==> config.mk <==
export PLATFORM = sky130hd
export DESIGN_NAME = eee_lpi_ctrl
export DESIGN_NICKNAME = d
export VERILOG_FILES = /design/src/rtl/eee_lpi_pkg.sv /design/src/rtl/eee_tick_gen.sv /design/src/rtl/eee_lpi_fsm.sv /design/src/rtl/eee_lpi_regs.sv /design/src/rtl/eee_lpi_ctrl.sv
export SDC_FILE = /design/constraint.sdc
export NUM_CORES = 1
export LEC_CHECK = 0
export BUFFER_PORTS_ARGS = -buffer_cell sky130_fd_sc_hd__buf_2
export CAP_MARGIN = 5
export CORE_MARGIN = 4
export CORE_UTILIZATION = 57
export CTS_CLUSTER_DIAMETER = 150
export DETAILED_ROUTE_END_ITERATION = 8
export GPL_TIMING_DRIVEN = 1
export MAX_ROUTING_LAYER = met4
export PLACE_DENSITY = 0.76
export SETUP_SLACK_MARGIN = 0.1
export SYNTH_ARGS = -nofsm -noshare
export SYNTH_HDL_FRONTEND = slang
export SYNTH_HIERARCHICAL = 1
export SYNTH_SLANG_ARGS = --single-unit
==> constraint.sdc <==
create_clock -name clk -period 2.5 [get_ports clk]
set_input_delay 0.125 -clock clk [delete_from_list [all_inputs] [get_ports clk]]
set_output_delay 0.125 -clock clk [all_outputs]
set_load 0.05 [all_outputs]
==> src/rtl/eee_lpi_pkg.sv <==
package eee_lpi_pkg;

  typedef enum logic [1:0] {
    ST_ACTIVE  = 2'd0,
    ST_WAIT_LS = 2'd1,
    ST_LPI     = 2'd2,
    ST_WAKE    = 2'd3
  } lpi_state_e;

  localparam logic [1:0] ADDR_CTRL   = 2'd0;
  localparam logic [1:0] ADDR_TIMER  = 2'd1;
  localparam logic [1:0] ADDR_STATUS = 2'd2;
  localparam logic [1:0] ADDR_MASK   = 2'd3;

  localparam int NUM_FLAGS = 4;

  // bit 3 link good, bit 2 clock gate, bit 1 auto transmit, bit 0 enable
  typedef struct packed {
    logic link_up;
    logic gate_en;
    logic tx_auto;
    logic lpi_en;
  } ctrl_t;

endpackage

==> src/rtl/eee_tick_gen.sv <==
module eee_tick_gen #(
  parameter int CLK_PER_US = 125,
  parameter int US_PER_MS  = 1000
) (
  input  logic clk,
  input  logic rst,
  input  logic clr,
  output logic us_tick,
  output logic ms_tick
);
  localparam int PS_W = $clog2(CLK_PER_US + 1);
  localparam int MS_W = $clog2(US_PER_MS + 1);

  logic [PS_W-1:0] ps_q;
  logic [MS_W-1:0] ms_q;

  assign us_tick = (ps_q == PS_W'(CLK_PER_US - 1));
  assign ms_tick = us_tick && (ms_q == MS_W'(US_PER_MS - 1));

  always_ff @(posedge clk) begin
    if (rst || clr) begin
      ps_q <= '0;
      ms_q <= '0;
    end else begin
      ps_q <= us_tick ? '0 : ps_q + 1'b1;
      if (us_tick) ms_q <= ms_tick ? '0 : ms_q + 1'b1;
    end
  end
endmodule

==> src/rtl/eee_lpi_fsm.sv <==
module eee_lpi_fsm
  import eee_lpi_pkg::*;
#(
  parameter int LS_W = 10,
  parameter int TW_W = 16
) (
  input  logic            clk,
  input  logic            rst,
  input  ctrl_t           ctrl,
  input  logic [LS_W-1:0] ls,
  input  logic [TW_W-1:0] tw,
  input  logic            tx_req,
  input  logic            us_tick,
  input  logic            ms_tick,
  output logic            tick_clr,
  output logic            ev_entry,
  output logic            ev_exit,
  output logic            tx_lpi_o,
  output logic            tx_wake_o,
  output logic            tx_gate_o
);
  localparam int CNT_W = (TW_W > LS_W) ? TW_W : LS_W;

  lpi_state_e       state_q, state_d;
  logic [CNT_W-1:0] cnt_q;
  logic             want_lpi, ls_done, tw_done, cnt_step;

  assign want_lpi = ctrl.lpi_en & ctrl.tx_auto & ctrl.link_up;
  assign ls_done  = (cnt_q >= CNT_W'(ls));
  assign tw_done  = (cnt_q >= CNT_W'(tw));
  assign tick_clr = (state_q == ST_ACTIVE) || (state_q == ST_LPI);
  assign cnt_step = ((state_q == ST_WAIT_LS) && ms_tick) ||
                    ((state_q == ST_WAKE) && us_tick);

  always_comb begin
    state_d  = state_q;
    ev_entry = 1'b0;
    ev_exit  = 1'b0;
    case (state_q)
      ST_ACTIVE:  if (want_lpi) state_d = ST_WAIT_LS;
      ST_WAIT_LS: begin
        if (!want_lpi) state_d = ST_ACTIVE;
        else if (ls_done && !tx_req) begin
          state_d  = ST_LPI;
          ev_entry = 1'b1;
        end
      end
      ST_LPI: begin
        if (tx_req || !want_lpi) begin
          state_d = ST_WAKE;
          ev_exit = 1'b1;
        end
      end
      ST_WAKE:    if (tw_done) state_d = ST_ACTIVE;
      default:    state_d = ST_ACTIVE;
    endcase
  end

  always_ff @(posedge clk) begin
    if (rst) begin
      state_q   <= ST_ACTIVE;
      cnt_q     <= '0;
      tx_lpi_o  <= 1'b0;
      tx_wake_o <= 1'b0;
      tx_gate_o <= 1'b0;
    end else begin
      state_q   <= state_d;
      if (tick_clr) cnt_q <= '0;
      else if (cnt_step && (cnt_q != '1)) cnt_q <= cnt_q + 1'b1;
      tx_lpi_o  <= (state_d == ST_LPI);
      tx_wake_o <= (state_d == ST_WAKE);
      tx_gate_o <= (state_d == ST_LPI) && ctrl.gate_en;
    end
  end
endmodule

==> src/rtl/eee_lpi_regs.sv <==
module eee_lpi_regs
  import eee_lpi_pkg::*;
#(
  parameter int DATA_W = 32,
  parameter int LS_W   = 10,
  parameter int TW_W   = 16
) (
  input  logic                 clk,
  input  logic                 rst,
  input  logic                 wr_en,
  input  logic [1:0]           wr_addr,
  input  logic [DATA_W-1:0]    wr_data,
  input  logic                 rd_en,
  input  logic [1:0]           rd_addr,
  output logic [DATA_W-1:0]    rd_data,
  input  logic                 ev_entry,
  input  logic                 ev_exit,
  input  logic                 rx_lpi_detect,
  output ctrl_t                ctrl_o,
  output logic [LS_W-1:0]      ls_o,
  output logic [TW_W-1:0]      tw_o,
  output logic [NUM_FLAGS-1:0] status_o,
  output logic [NUM_FLAGS-1:0] mask_o,
  output logic [NUM_FLAGS-1:0] set_o,
  output logic                 irq_o
);
  localparam int TIMER_W = TW_W + LS_W;

  logic [NUM_FLAGS-1:0] status_d, mask_d;
  logic                 rx_prev_q, rd_clr;
  logic [DATA_W-TIMER_W-1:0] unused_wdata;

  assign unused_wdata = wr_data[DATA_W-1:TIMER_W];
  assign rd_clr = rd_en && (rd_addr == ADDR_STATUS);
  assign set_o  = {~rx_lpi_detect & rx_prev_q, rx_lpi_detect & ~rx_prev_q,
                   ev_exit, ev_entry};
  assign mask_d = (wr_en && wr_addr == ADDR_MASK) ? wr_data[NUM_FLAGS-1:0] : mask_o;

  for (genvar b = 0; b < NUM_FLAGS; b++) begin : g_flag
    assign status_d[b] = (status_o[b] & ~rd_clr) | set_o[b];
  end

  always_ff @(posedge clk) begin
    if (rst) begin
      ctrl_o    <= '0;
      ls_o      <= '0;
      tw_o      <= '0;
      status_o  <= '0;
      mask_o    <= '0;
      irq_o     <= 1'b0;
      rx_prev_q <= 1'b0;
      rd_data   <= '0;
    end else begin
      if (wr_en && wr_addr == ADDR_CTRL)  ctrl_o <= ctrl_t'(wr_data[3:0]);
      if (wr_en && wr_addr == ADDR_TIMER) begin
        tw_o <= wr_data[TW_W-1:0];
        ls_o <= wr_data[TW_W +: LS_W];
      end
      mask_o    <= mask_d;
      status_o  <= status_d;
      irq_o     <= |(status_d & mask_d);
      rx_prev_q <= rx_lpi_detect;
      if (rd_en) begin
        case (rd_addr)
          ADDR_CTRL:   rd_data <= DATA_W'(ctrl_o);
          ADDR_TIMER:  rd_data <= DATA_W'({ls_o, tw_o});
          ADDR_STATUS: rd_data <= DATA_W'(status_o);
          ADDR_MASK:   rd_data <= DATA_W'(mask_o);
          default:     rd_data <= '0;
        endcase
      end
    end
  end
endmodule

==> src/rtl/eee_lpi_ctrl.sv <==
module eee_lpi_ctrl
  import eee_lpi_pkg::*;
#(
  parameter int DATA_W     = 32,
  parameter int LS_W       = 10,
  parameter int TW_W       = 16,
  parameter int CLK_PER_US = 125,
  parameter int US_PER_MS  = 1000
) (
  input  logic              clk,
  input  logic              rst,
  input  logic              wr_en,
  input  logic [1:0]        wr_addr,
  input  logic [DATA_W-1:0] wr_data,
  input  logic              rd_en,
  input  logic [1:0]        rd_addr,
  output logic [DATA_W-1:0] rd_data,
  input  logic              tx_req,
  input  logic              rx_lpi_detect,
  output logic              tx_lpi_o,
  output logic              tx_wake_o,
  output logic              tx_clk_gate_o,
  output logic              irq_o
);
  ctrl_t                ctrl_w;
  logic [LS_W-1:0]      ls_w;
  logic [TW_W-1:0]      tw_w;
  logic [NUM_FLAGS-1:0] status_w, mask_w, set_w;
  logic                 us_tick, ms_tick, tick_clr, ev_entry, ev_exit;

  eee_tick_gen #(.CLK_PER_US(CLK_PER_US), .US_PER_MS(US_PER_MS)) u_tick (
    .clk(clk), .rst(rst), .clr(tick_clr), .us_tick(us_tick), .ms_tick(ms_tick)
  );

  eee_lpi_fsm #(.LS_W(LS_W), .TW_W(TW_W)) u_fsm (
    .clk(clk), .rst(rst), .ctrl(ctrl_w), .ls(ls_w), .tw(tw_w), .tx_req(tx_req),
    .us_tick(us_tick), .ms_tick(ms_tick), .tick_clr(tick_clr),
    .ev_entry(ev_entry), .ev_exit(ev_exit), .tx_lpi_o(tx_lpi_o),
    .tx_wake_o(tx_wake_o), .tx_gate_o(tx_clk_gate_o)
  );

  eee_lpi_regs #(.DATA_W(DATA_W), .LS_W(LS_W), .TW_W(TW_W)) u_regs (
    .clk(clk), .rst(rst), .wr_en(wr_en), .wr_addr(wr_addr), .wr_data(wr_data),
    .rd_en(rd_en), .rd_addr(rd_addr), .rd_data(rd_data),
    .ev_entry(ev_entry), .ev_exit(ev_exit), .rx_lpi_detect(rx_lpi_detect),
    .ctrl_o(ctrl_w), .ls_o(ls_w), .tw_o(tw_w), .status_o(status_w),
    .mask_o(mask_w), .set_o(set_w), .irq_o(irq_o)
  );
endmodule

**Word level (Yosys, flattened, before mapping)**

Index checks and enable logic that the tools add are counted.

- Eq/ne operators: 13
- Reductions and logical operators: 22
- Mux-type cells: 14
- Order comparisons: 2
- Add/sub/neg operators: 3
- Bitwise operators: 16

Operator list:

| cell | number |
|---|---|
| 32-bit one-hot mux with 4 select lines | 1 |
| 16-bit by 1-bit adder with 16-bit output, second input constant | 1 |
| 16-bit by 10-bit greater-or-equal comparator with 1-bit output | 1 |
| 16-bit greater-or-equal comparator | 1 |
| 16-bit inequality test, second input constant | 1 |
| 2-bit equality test, second input constant | 7 |
| 10-bit by 1-bit adder with 10-bit output, second input constant | 1 |
| 10-bit equality test, second input constant | 1 |
| 1-bit logical AND | 10 |
| 10-bit 2-to-1 mux | 1 |
| 2-bit 2-to-1 mux | 5 |
| 1-bit bitwise AND | 8 |
| 2-bit one-hot mux with 4 select lines | 1 |
| 7-bit by 1-bit adder with 7-bit output, second input constant | 1 |
| 7-bit equality test, second input constant | 1 |
| 2-bit by 1-bit equality test with 1-bit output, second input constant | 3 |
| 2-bit logical NOT | 3 |
| 1-bit 2-to-1 mux | 5 |
| 4-bit bitwise AND | 1 |
| 1-bit logical OR | 4 |
| 4-bit 2-to-1 mux | 1 |
| 1-bit bitwise OR | 4 |
| 2-bit OR reduction | 2 |
| 4-bit OR reduction | 1 |
| other kinds (2) | 5 |

- Output and inout port bits: 36
- Input port bits: 42
- Register bits: 110

**Longest topological paths before layout**

Gate-level depths: netlist of run 1.

- Word-level depth: 9
- Mapped depth: 10
- Depth with buffers taken out: 10

**Modules after synthesis**

The synthesis of run 1 kept the hierarchy.

By module, submodules not included:

| module | area each (sq um) | seq. area each (sq um) | cells each | times used |
|---|---|---|---|---|
| eee_lpi_regs | 2509.9 | 1321.3 | 286 | 1 |
| eee_lpi_fsm | 1709.1 | 420.4 | 208 | 1 |
| eee_tick_gen | 817.0 | 340.3 | 86 | 1 |

**Worst setup path after synthesis of run 1**

OpenSTA, ideal clock, no wires.

- Kind: reg-to-reg
- From: register u_fsm.cnt_q[0]
- To: register u_regs.irq_o
- Library setup time: 0.134 ns
- Stages on the path, launching flop included: 11
- Setup slack: 0.224 ns
- Data arrival time: 2.142 ns
- Period minus slack after synthesis: 2.276 ns
- Buffers on the path: 0
- Cell sequence: dfxtp_1 -> inv_1 -> ha_1 -> nand2b_1 -> a2111oi_0 -> o311ai_1 -> nand3_1 -> inv_1 -> a21oi_1 -> nor3_1 -> or4_1

- Cells in the longest elaborated chain, start to end: 8

RTL lines:

| item | RTL line | RTL |
|---|---|---|
| start, declared | eee_lpi_fsm.sv:25 | `logic [CNT_W-1:0] cnt_q;` |
| start signal, assigned | eee_lpi_fsm.sv:69 | `else if (cnt_step && (cnt_q != '1)) cnt_q <= cnt_q + 1'b1;` |
| 16-bit by 10-bit greater-or-equal comparator with 1-bit output | eee_lpi_fsm.sv:29 | `assign ls_done = (cnt_q >= CNT_W'(ls));` |
| 1-bit logical AND | eee_lpi_fsm.sv:43 | `else if (ls_done && !tx_req) begin` |
| 1-bit 2-to-1 mux | eee_lpi_fsm.sv:43 |  |
| 1-bit 2-to-1 mux | eee_lpi_fsm.sv:42 | `if (!want_lpi) state_d = ST_ACTIVE;` |
| 1-bit 2-to-1 mux | eee_lpi_fsm.sv:39 | `case (state_q)` |
| via ev_entry | eee_lpi_ctrl.sv:29 | `logic us_tick, ms_tick, tick_clr, ev_entry, ev_exit;` |
| 1-bit bitwise OR | eee_lpi_regs.sv:40 | `assign status_d[b] = (status_o[b] & ~rd_clr) \| set_o[b];` |
| 4-bit bitwise AND | eee_lpi_regs.sv:61 | `irq_o <= \|(status_d & mask_d);` |
| 4-bit OR reduction | eee_lpi_regs.sv:61 |  |
| end signal, assigned | eee_lpi_regs.sv:61 |  |
| end, declared | eee_lpi_regs.sv:25 | `output logic irq_o` |

The timed path passes the listed nets, and every way through them passes these cells.
A chain may end at the register's enable or synchronous reset.

**Final worst setup path of run 1**

- From: register u_regs.ls_o[5]
- To: register u_regs.irq_o

- Cells in the longest elaborated chain, start to end: 8

RTL lines:

| item | RTL line | RTL |
|---|---|---|
| start, declared | eee_lpi_regs.sv:20 | `output logic [LS_W-1:0] ls_o,` |
| start signal, assigned | eee_lpi_regs.sv:57 | `ls_o <= wr_data[TW_W +: LS_W];` |
| 16-bit by 10-bit greater-or-equal comparator with 1-bit output | eee_lpi_fsm.sv:29 |  |
| 1-bit logical AND | eee_lpi_fsm.sv:43 |  |
| 1-bit 2-to-1 mux | eee_lpi_fsm.sv:43 |  |
| 1-bit 2-to-1 mux | eee_lpi_fsm.sv:42 |  |
| 1-bit 2-to-1 mux | eee_lpi_fsm.sv:39 |  |
| via ev_entry | eee_lpi_ctrl.sv:29 |  |
| 1-bit bitwise OR | eee_lpi_regs.sv:40 |  |
| 4-bit bitwise AND | eee_lpi_regs.sv:61 |  |
| 4-bit OR reduction | eee_lpi_regs.sv:61 |  |

The timed path passes the listed nets, and every way through them passes these cells.

==> impl_metrics.yaml, run 1 <==
run_status:
  outcome: "complete, no violations"
placement:
  dp_hpwl_mm: 8.25
  dpl.cell_count: 737
  place_congestion: 0.897
  numPortBuffers: 65
finish:
  final_nets: 730
  final_cells: 767
  fin_util_pct: 69.5
  syn_to_final_growth_pct: 16.0
  antenna_cells: 0
  drive_above_1_share_pct: 19.2
power:
  pwr_density_cell_nw_per_um2: 497
  vdd_drop_max_uv: 325
  power_leakage_nw: 2.33
routing:
  ant_nets: 0
  drt-initial-drc-count: 229
  wl_mm: 11.5
  avgViaCountPerCell: 5.54
  first_pass_iters: 5
  via_count: 4252
  route.detailed.drc: 0
  detail_route.wl_per_cell_um: 15.0
global_routing:
  first_global_vias: 4214
  busiest_layer: "met2"
  grt.met3_usage_pct: 3.14
  grt_max_degree: 33
  use_met2_pct: 38.8
  grt_usage_pct: 23.8
  gr-total-overflow: 0
  antenna_found_initial: 0
  use_met1_pct: 31.0
  grt_pass1_wl_mm: 19.4
setup_path:
  cp-end-kind: "flop"
  worst_path_largest_cell_delay_ps: 520
  crit_chain: "inv_1 -> ha_1 -> a211o_1 -> a21oi_2 -> o311ai_2 -> nand3_1 -> inv_1 -> a21oi_2 -> nor3_1 -> or4_1"
  cp.arrival_ps: 2550
  rr_endpoint: "u_regs/irq_o"
  critPathMaxFanout: 3
  rr_startpoint: "u_regs/ls_o[5]"
  worstSetupStartpointType: "flop"
  cp_slowest_cell: "or4_1"
  worst-setup-path-type: "reg -> reg"
  cp.required_ps: 2730
  worst_r2r_path_depth: 10
  worst-r2r-setup-slack_ps: 180
cts:
  clk_transition_reported_paths_ps: 100
  htree_levels: 3
  numCtsBuffers: 9
  cts_tree: "yes"
  clkSinkCount: 104
  cts_buffer_depth: 2
  root_buffer: "clkbuf_8"
  clk_latency_ps: 360
logic_synthesis:
  synthCells: 578
  netlist_area_um2: 5020
  syn_avg_cell_area_um2: 8.69
  ys_warn_count: 6
die:
  rows: 33
  io_pins: 78
  start_util_pct: 59.9
  core_area_um2: 8380
  dieArea_um2: 10400
  die-height_um: 102
  die_x_um: 102
hold_path:
  holdPathStages: 2
  worstHoldStart: "rx_lpi_detect"
  hold_path_class: "in -> reg"
  worstHoldEndpoint: "u_regs/rx_prev_q"
timing:
  slew_violations: 0
  setup_viol: 0
  hold_violations: 0
  finalCritPeriodShare_pct: 92.9
  rsz0062_at_grt: "true"
  tightest_slew_ps: 652
  holdWs_ps: 11.6
  finalSetupTns_ps: 0
  fin_skew_ps: 12.6
  slew_headroom_pct: 56.5
  fmax_ghz: 0.431
  post-route-min-period_ps: 2320
job:
  cap_violations: 0
==> cell type report <==
class	count	area (µm²)
sequential	104	2080
inverter	35	131
tap	105	131
fill	679	2560
timing repair buffer	90	548
clock inverter	4	30.0
multi-input combinational	418	2760
clock buffer	11	141
==> per-layer routing <==
layer,vias up,share of wire [%]
li1,2120,-
met1,1981,45
met2,128,48
met3,23,5.4
met4,0,1.7
met5,-,0
==> through the flow <==
step           setup WS, ps  area, µm²  power (mW)
2_1_floorplan           238       5040        1.88
3_3_place_gp            147       5450        1.95
3_5_place_dp           96.4       5450        1.95
4_1_cts                 103       5770        2.91
5_1_grt                42.1       5820        3.01
6_report                178       5820        2.90
==> critical path: cells and delay by family (launching register included) <==
family	cells	cell delay, ps
DFF	1	350
and+or+nand+nor	3	720
buffers and inverters	2	100
AOI/OAI and AO/OA	4	730
adders and majority gates	1	300
==> sequential cells by signal, indices dropped and copies added, names as in the netlist <==
| signal | count |
|---|---|
| u_regs/rd_data | 26 |
| u_regs/ls_o | 10 |
| u_tick/ps_q | 7 |
| u_regs/mask_o | 4 |
| u_regs/ctrl_o | 4 |
| u_fsm/cnt_q | 16 |
| u_fsm/state_q | 2 |
| u_regs/status_o | 4 |
| u_regs/irq_o | 1 |
| u_fsm/tx_gate_o | 1 |
| u_fsm/tx_wake_o | 1 |
| u_regs/rx_prev_q | 1 |
| u_tick/ms_q | 10 |
| u_fsm/tx_lpi_o | 1 |
| u_regs/tw_o | 16 |
==> worst max-delay path by stage <==
stage                         startpoint      endpoint  slack (ps)
final                     u_regs/ls_o[5]  u_regs/irq_o         180
after global placement    u_fsm/cnt_q[0]  u_regs/irq_o         150
after detailed placement  u_fsm/cnt_q[0]  u_regs/irq_o         100
after floorplan           u_fsm/cnt_q[0]  u_regs/irq_o         240
after CTS                 u_regs/ls_o[5]  u_regs/irq_o         100
after global routing      u_fsm/cnt_q[0]  u_regs/irq_o          40
==> report_power, final <==
part | switching (mW) | leakage (nW) | internal [mW]
Combinational | 0.147 | 1.40 | 0.0971
Sequential | 0.0172 | 0.841 | 1.68
Clock | 0.566 | 0.0858 | 0.389
==> repair_timing <==
item / 4_1_cts / 5_1_grt
gates resized for setup: 2 / 10
setup endpoints to repair: 1 / 12
cloned: 0 / 0
buffers inserted: 1 / 0
endpoints found under the hold margin: 14 / 0
pin swaps: 1 / 2
hold buffers: 14 / 0
==> layout by cell type (no fill, tap or decap), types with 3 or more instances in the layout <==
| cell | count |
|---|---|
| dlygate4sd3_1 | 14 |
| mux2i_1 | 13 |
| nor3_2 | 3 |
| nand2b_1 | 3 |
| buf_4 | 11 |
| and3_1 | 4 |
| dfxtp_1 | 103 |
| conb_1 | 6 |
| nand4_1 | 8 |
| ha_1 | 28 |
| o21ai_0 | 4 |
| nor3_1 | 17 |
| buf_2 | 65 |
| a21oi_2 | 3 |
| xnor2_1 | 15 |
| inv_1 | 35 |
| nand3_1 | 18 |
| nor2_1 | 72 |
| a21oi_1 | 59 |
| xor2_1 | 9 |
| nor4_1 | 4 |
| mux4_1 | 3 |
| clkbuf_8 | 10 |
| nand2_1 | 68 |
| nor2b_1 | 27 |
(Power assumes the default switching activity.)
==> run 2, diff against run 1 <==
--- a/config.mk
+++ b/config.mk
@@ -12,6 +12,7 @@
 export CTS_CLUSTER_DIAMETER = 150
 export DETAILED_ROUTE_END_ITERATION = 8
 export GPL_TIMING_DRIVEN = 1
+export HOLD_SLACK_MARGIN = 0.06
 export MAX_ROUTING_LAYER = met4
 export PLACE_DENSITY = 0.76
 export SETUP_SLACK_MARGIN = 0.1
==> run 2 against run 1 <==
  * Fmax down 0.35%
  * Critical path depth unchanged
  * Clock power about the same
  * Count of clock-buffer cells in the layout unchanged
  * Utilization up 1.6 points
  * Non-clock buffer count up 13
  * Sequential power about the same
  * Global-route usage up 0.34 points
  * Sequential share of layout area down 0.78 points
  * Sequential cell count unchanged
  * Largest cell class unchanged
==> impl_metrics.yaml, run 2 (synthesis results as in run 1) <==
setup_path:
  cp.arrival_ps: 2560
  cp.required_ps: 2730
  crit_chain: "inv_1 -> ha_1 -> a211o_1 -> a21oi_2 -> o311ai_2 -> nand3_1 -> inv_1 -> a21oi_2 -> nor3_1 -> or4_1"
  critPathMaxFanout: 3
  worst-setup-path-type: "reg -> reg"
  worst_path_largest_cell_delay_ps: 520
  cp-end-kind: "flop"
  worstSetupStartpointType: "flop"
  cp_slowest_cell: "or4_1"
cts:
  root_buffer: "clkbuf_8"
  htree_levels: 3
  numCtsBuffers: 9
  cts_buffer_depth: 2
  cts_tree: "yes"
  clkSinkCount: 104
  clk_latency_ps: 360
  clk_transition_reported_paths_ps: 100
finish:
  num-fill-cells: 659
  final_cells: 780
  final_nets: 743
  seq_area_um2: 2080
  multiInputGateArea_um2: 2760
  fin_util_pct: 71.0
  reg_top3: "u_regs/rd_data x26, u_fsm/cnt_q x16, u_regs/tw_o x16"
  regMostFlops: "u_regs/rd_data"
  antenna_cells: 0
  syn_to_final_growth_pct: 18.6
  layout_commonest_cell: "dfxtp_1"
  largest_register_ffs: 26
  final_cell_mix: "103 x dfxtp_1, 72 x nor2_1, 68 x nand2_1, 65 x buf_2, 59 x a21oi_1"
  drive_above_1_share_pct: 18.8
placement:
  dpl.cell_count: 737
  dp_hpwl_mm: 8.25
  pre_cts_slack_ps: 96.4
  numPortBuffers: 65
  place_congestion: 0.897
routing:
  detail_route.wl_per_cell_um: 15.0
  via_count: 4351
  wl_mm: 11.7
  route.detailed.drc: 0
  first_pass_iters: 5
  drt-initial-drc-count: 218
  ant_nets: 0
  avgViaCountPerCell: 5.58
global_routing:
  grt_pass1_wl_mm: 19.6
  gr-total-overflow: 0
  grt_max_degree: 33
  first_global_vias: 4266
  antenna_found_initial: 0
  grt_usage_pct: 24.2
timing:
  hold_violations: 0
  post-route-min-period_ps: 2330
  setup_viol: 0
  finalCritPeriodShare_pct: 93.2
  rsz0062_at_grt: "true"
  tightest_slew_ps: 652
  fin_skew_ps: 12.4
  fin_ws_ps: 170
  fmax_ghz: 0.429
  slew_violations: 0
  slew_headroom_pct: 56.6
  finalSetupTns_ps: 0
die:
  die-height_um: 102
  dieArea_um2: 10400
  io_pins: 78
  die_x_um: 102
  core_area_um2: 8380
  start_util_pct: 59.9
  rows: 33
power:
  power_leakage_nw: 2.38
  pwr_density_cell_nw_per_um2: 489
  vdd_drop_max_uv: 326
  power.total_mw: 2.91
job:
  cap_violations: 0
run_status:
  outcome: "complete, no violations"
hold_path:
  hold_path_class: "in -> reg"
## run 2: final timing paths
| check | startpoint | to | slack [ps] | depth (start not counted) |
|---|---|---|---|---|
| setup reg to reg | u_regs/ls_o[5] | u_regs/irq_o | 170 | 10 |
| hold / removal | wr_addr[1] | u_regs/ctrl_o[2] | 200 | 4 |
| setup / recovery | u_regs/ls_o[5] | u_regs/irq_o | 170 | 10 |
| hold reg to reg | u_tick/ps_q[0] | u_tick/ps_q[0] | 470 | 1 |
## run 2: stage by stage
| stage | hold WS (ps) | cell area, µm² |
|---|---|---|
| after floorplan | 204 | 5040 |
| after global placement | 370 | 5450 |
| after detailed placement | 373 | 5450 |
| after CTS | 201 | 5900 |
| after global routing | 225 | 5950 |
| final | 203 | 5950 |
## run 2: worst max-delay path: cells and delay by family, from the launching register on
kind                     cells  cell delay (ps)
AO/OA/AOI/OAI                4              720
adder cells (fa/ha/maj)      1              300
buffers and inverters        2              100
flip-flops                   1              350
AND/OR/NAND/NOR              3              720
## run 2: routing by layer
| layer | track usage, % | share of wire, % | vias up |
|---|---|---|---|
| met5 | - | 0 | - |
| met3 | 3.14 | 5.0 | 34 |
| met2 | 39.5 | 48 | 145 |
| li1 | - | - | 2149 |
| met4 | 7.97 | 2.1 | 0 |
| met1 | 31.2 | 45 | 2023 |
## run 2: report_power, final
group	switching, mW	internal, mW	leakage (nW)
sequential	0.0172	1.68	0.841
combinational	0.151	0.110	1.45
clock	0.565	0.389	0.0858
total	0.733	2.18	2.38
## run 2: final cells by class
class,instances,area share (%)
Multi-Input combinational cell,418,46.3
Sequential cell,104,35.0
Tap cell,105,2.21
Clock inverter,4,0.504
Inverter,35,2.21
Clock buffer,11,2.37
Timing Repair Buffer,103,11.4
## run 2: repair_timing
action	CTS	global route
endpoints found under the hold margin	29	0
pin swaps	1	2
hold buffers	27	0
resized for setup	2	10
endpoints found under the setup margin	1	12
setup buffers	1	0
==> run 3, diff against run 2 <==
--- a/config.mk
+++ b/config.mk
@@ -8,15 +8,14 @@
 export BUFFER_PORTS_ARGS = -buffer_cell sky130_fd_sc_hd__buf_2
 export CAP_MARGIN = 5
 export CORE_MARGIN = 4
-export CORE_UTILIZATION = 57
+export CORE_UTILIZATION = 56
 export CTS_CLUSTER_DIAMETER = 150
 export DETAILED_ROUTE_END_ITERATION = 8
 export GPL_TIMING_DRIVEN = 1
 export HOLD_SLACK_MARGIN = 0.06
 export MAX_ROUTING_LAYER = met4
-export PLACE_DENSITY = 0.76
+export PLACE_DENSITY = 0.75
 export SETUP_SLACK_MARGIN = 0.1
 export SYNTH_ARGS = -nofsm -noshare
 export SYNTH_HDL_FRONTEND = slang
-export SYNTH_HIERARCHICAL = 1
 export SYNTH_SLANG_ARGS = --single-unit
==> run 3 against run 2 <==
  * Final cell count down 1.7%
  * Register-to-register slack better by 120 ps
  * Clock power up 7%
  * Sequential cell count unchanged
  * Non-clock buffer count down 7
  * Fmax up 5.5%
  * Combinational power down 7%
  * Via count down 5.7%
  * Sequential share of layout area up 1.4 points
  * Sequential power about the same
  * Area after synthesis down 2.5%
==> impl_metrics.yaml, run 3 <==
timing:
  fin_skew_ps: 9.18
  slew_headroom_pct: 36.6
  setup_viol: 0
  hold_violations: 0
  finalSetupTns_ps: 0
  fmax_ghz: 0.453
  slew_violations: 0
  tightest_slew_ps: 951
  finalCritPeriodShare_pct: 88.4
  post-route-min-period_ps: 2210
  rsz0062_at_grt: "false"
finish:
  antenna_cells: 0
  layout_commonest_cell: "dfxtp_1"
  final_cell_mix: "104 x dfxtp_1, 76 x nor2_1, 73 x nand2_1, 65 x buf_2, 64 x a21oi_1"
  final_nets: 729
  num-fill-cells: 680
  seq_area_um2: 2080
  drive_above_1_share_pct: 15.0
  largest_register_ffs: 26
  regMostFlops: "u_regs.rd_data"
  reg_top3: "u_regs.rd_data x26, u_fsm.cnt_q x16, u_regs.tw_o x16"
  fin_util_pct: 68.6
  syn_to_final_growth_pct: 16.8
  multiInputGateArea_um2: 2570
die:
  start_util_pct: 58.7
  rows: 33
  dieArea_um2: 10300
  die_x_um: 102
  die-height_um: 102
  io_pins: 78
  core_area_um2: 8340
logic_synthesis:
  yosysTopAreaCell: "dfxtp_1"
  synth_most_common_cell: "dfxtp_1"
  syn_avg_cell_area_um2: 8.53
  ys_top_cells_by_count: "104 x dfxtp_1, 76 x nor2_1, 73 x nand2_1, 64 x a21oi_1, 32 x inv_1"
  synth_top_area_share_pct: 42.5
  ys_seq_area_share_pct: 42.5
  synth.distinct_cells: 50
  synth_edf_count: 0
  ys_warn_count: 0
  synth_area_leaders: "dfxtp_1 43%, ha_1 7.7%, a21oi_1 6.5%, nor2_1 5.8%, nand2_1 5.6%"
  async_flop_share_pct: 0
  ys_ff_latch: 104
  synthCells: 574
  netlist_area_um2: 4900
  yosys_most_used_dff: "dfxtp_1"
setup_path:
  rr_startpoint: "u_regs.ls_o[7]"
  worstSetupStartpointType: "flop"
  cp_slowest_cell: "dfxtp_1"
  cp.required_ps: 2760
  worst_r2r_path_depth: 8
  worst-setup-path-type: "reg -> reg"
  worst-r2r-setup-slack_ps: 290
  worst_path_largest_cell_delay_ps: 370
  cp.arrival_ps: 2460
  cp-startpoint: "u_regs.ls_o[7]"
  critPathCapture: "u_fsm.tx_gate_o"
  cp-end-kind: "flop"
  crit_chain: "inv_1 -> ha_1 -> nand2_1 -> o21ai_0 -> a41oi_1 -> o211a_1 -> a31o_2 -> a2111oi_0"
  rr_endpoint: "u_fsm.tx_gate_o"
  critPathMaxFanout: 3
run_status:
  outcome: "complete, no violations"
global_routing:
  gr-total-overflow: 0
  first_global_vias: 4008
  grt_usage_pct: 23.0
  grt_max_degree: 53
  antenna_found_initial: 0
  grt_pass1_wl_mm: 18.5
routing:
  avgViaCountPerCell: 5.35
  wl_mm: 10.7
  via_count: 4102
  ant_nets: 0
  route.detailed.drc: 0
  first_pass_iters: 5
  drt-initial-drc-count: 124
  detail_route.wl_per_cell_um: 14.0
cts:
  numCtsBuffers: 9
  clk_transition_reported_paths_ps: 110
  root_buffer: "clkbuf_8"
  htree_levels: 3
  cts_tree: "yes"
  clkSinkCount: 104
  clk_latency_ps: 370
  cts_buffer_depth: 2
  postCtsSetupBuffers: 0
power:
  switchingPower_mw: 0.787
  vdd_drop_max_uv: 320
  clock_power_share_pct: 34.4
  p_seq_share_pct: 57.4
  power.internal_mw: 2.17
  power.total_mw: 2.95
  netSwitchingFraction_pct: 26.6
  power_leakage_nw: 2.33
  combinationalPowerShare_pct: 8.2
  pwr_density_cell_nw_per_um2: 517
placement:
  place_congestion: 0.887
  numPortBuffers: 65
  dp_hpwl_mm: 7.64
hold_path:
  hold_path_class: "in -> reg"
job:
  cap_violations: 0
[run 3: what timing repair did]
action	4_1_cts	5_1_grt
hold buffers	27	0
resized for setup	0	2
endpoints found under the setup margin	0	2
endpoints found under the hold margin	33	0
[run 3: worst min-delay path by stage]
stage,startpoint,endpoint,slack (ps),cells after the start
floorplan,rx_lpi_detect,u_regs.rx_prev_q,250,1
global placement,rx_lpi_detect,u_regs.rx_prev_q,370,2
detailed placement,wr_data[8],u_regs.tw_o[8],370,3
CTS,tx_req,u_fsm.tx_lpi_o,120,4
global route,rst,u_regs.rd_data[1],150,2
finish,tx_req,u_fsm.tx_lpi_o,130,4
[run 3: area by class of cell]
type	count	share of cell area, %
Inverter	32	2.10
Timing Repair Buffer	96	10.9
Tap cell	105	2.30
Multi-Input combinational cell	414	45.0
Clock inverter	7	1.09
Clock buffer	9	2.17
Sequential cell	104	36.4
[run 3: metal layers]
layer,global-route usage (%),vias up,wire length [µm]
li1,-,2084,-
met1,28.5,1921,4890
met2,37.6,83,5250
met3,5.10,14,401
met4,6.85,0,166
met5,-,-,0
[run 3: power groups by stage]
stage	clock [mW]	combinational [mW]	sequential [mW]
5_1_grt	1.11	0.267	1.70
4_1_cts	1.05	0.239	1.70
3_5_place_dp	0	0.206	1.74
3_3_place_gp	0	0.202	1.73
2_1_floorplan	0	0.137	1.74
6_report	1.02	0.242	1.70
[run 3: per-stage QoR]
step                area [µm²]  setup WS, ps  cells  hold WS [ps]
floorplan                 4920           497    579           253
global placement          5260           275    724           370
detailed placement        5260           226    724           374
CTS                       5710           212    767           117
global route              5720           100    767           150
finish                    5720           291    767           130
[run 3: kinds of logic (layout without fill, tap and decap cells)]
logic type | count (synthesis) | after routing | synth area share, %
adders and majority gates | 30 | 30 | 7.66
xor gates and xnor gates | 27 | 27 | 4.83
muxes | 16 | 16 | 4.32
buffers and inverters | 61 | 144 | 5.44
and+or+nand+nor | 245 | 245 | 24.5
other | 1 | 6 | 0.0766
AOI/OAI and AO/OA | 90 | 90 | 10.7
DFF | 104 | 104 | 42.5
[run 3: worst max-delay path: cells and delay by family, from the launching register on]
kind	cells	cell delay [ps]
AO/OA/AOI/OAI	5	1270
adder cells (fa/ha/maj)	1	310
flip-flops	1	370
AND/OR/NAND/NOR	1	70
buffers and inverters	1	70
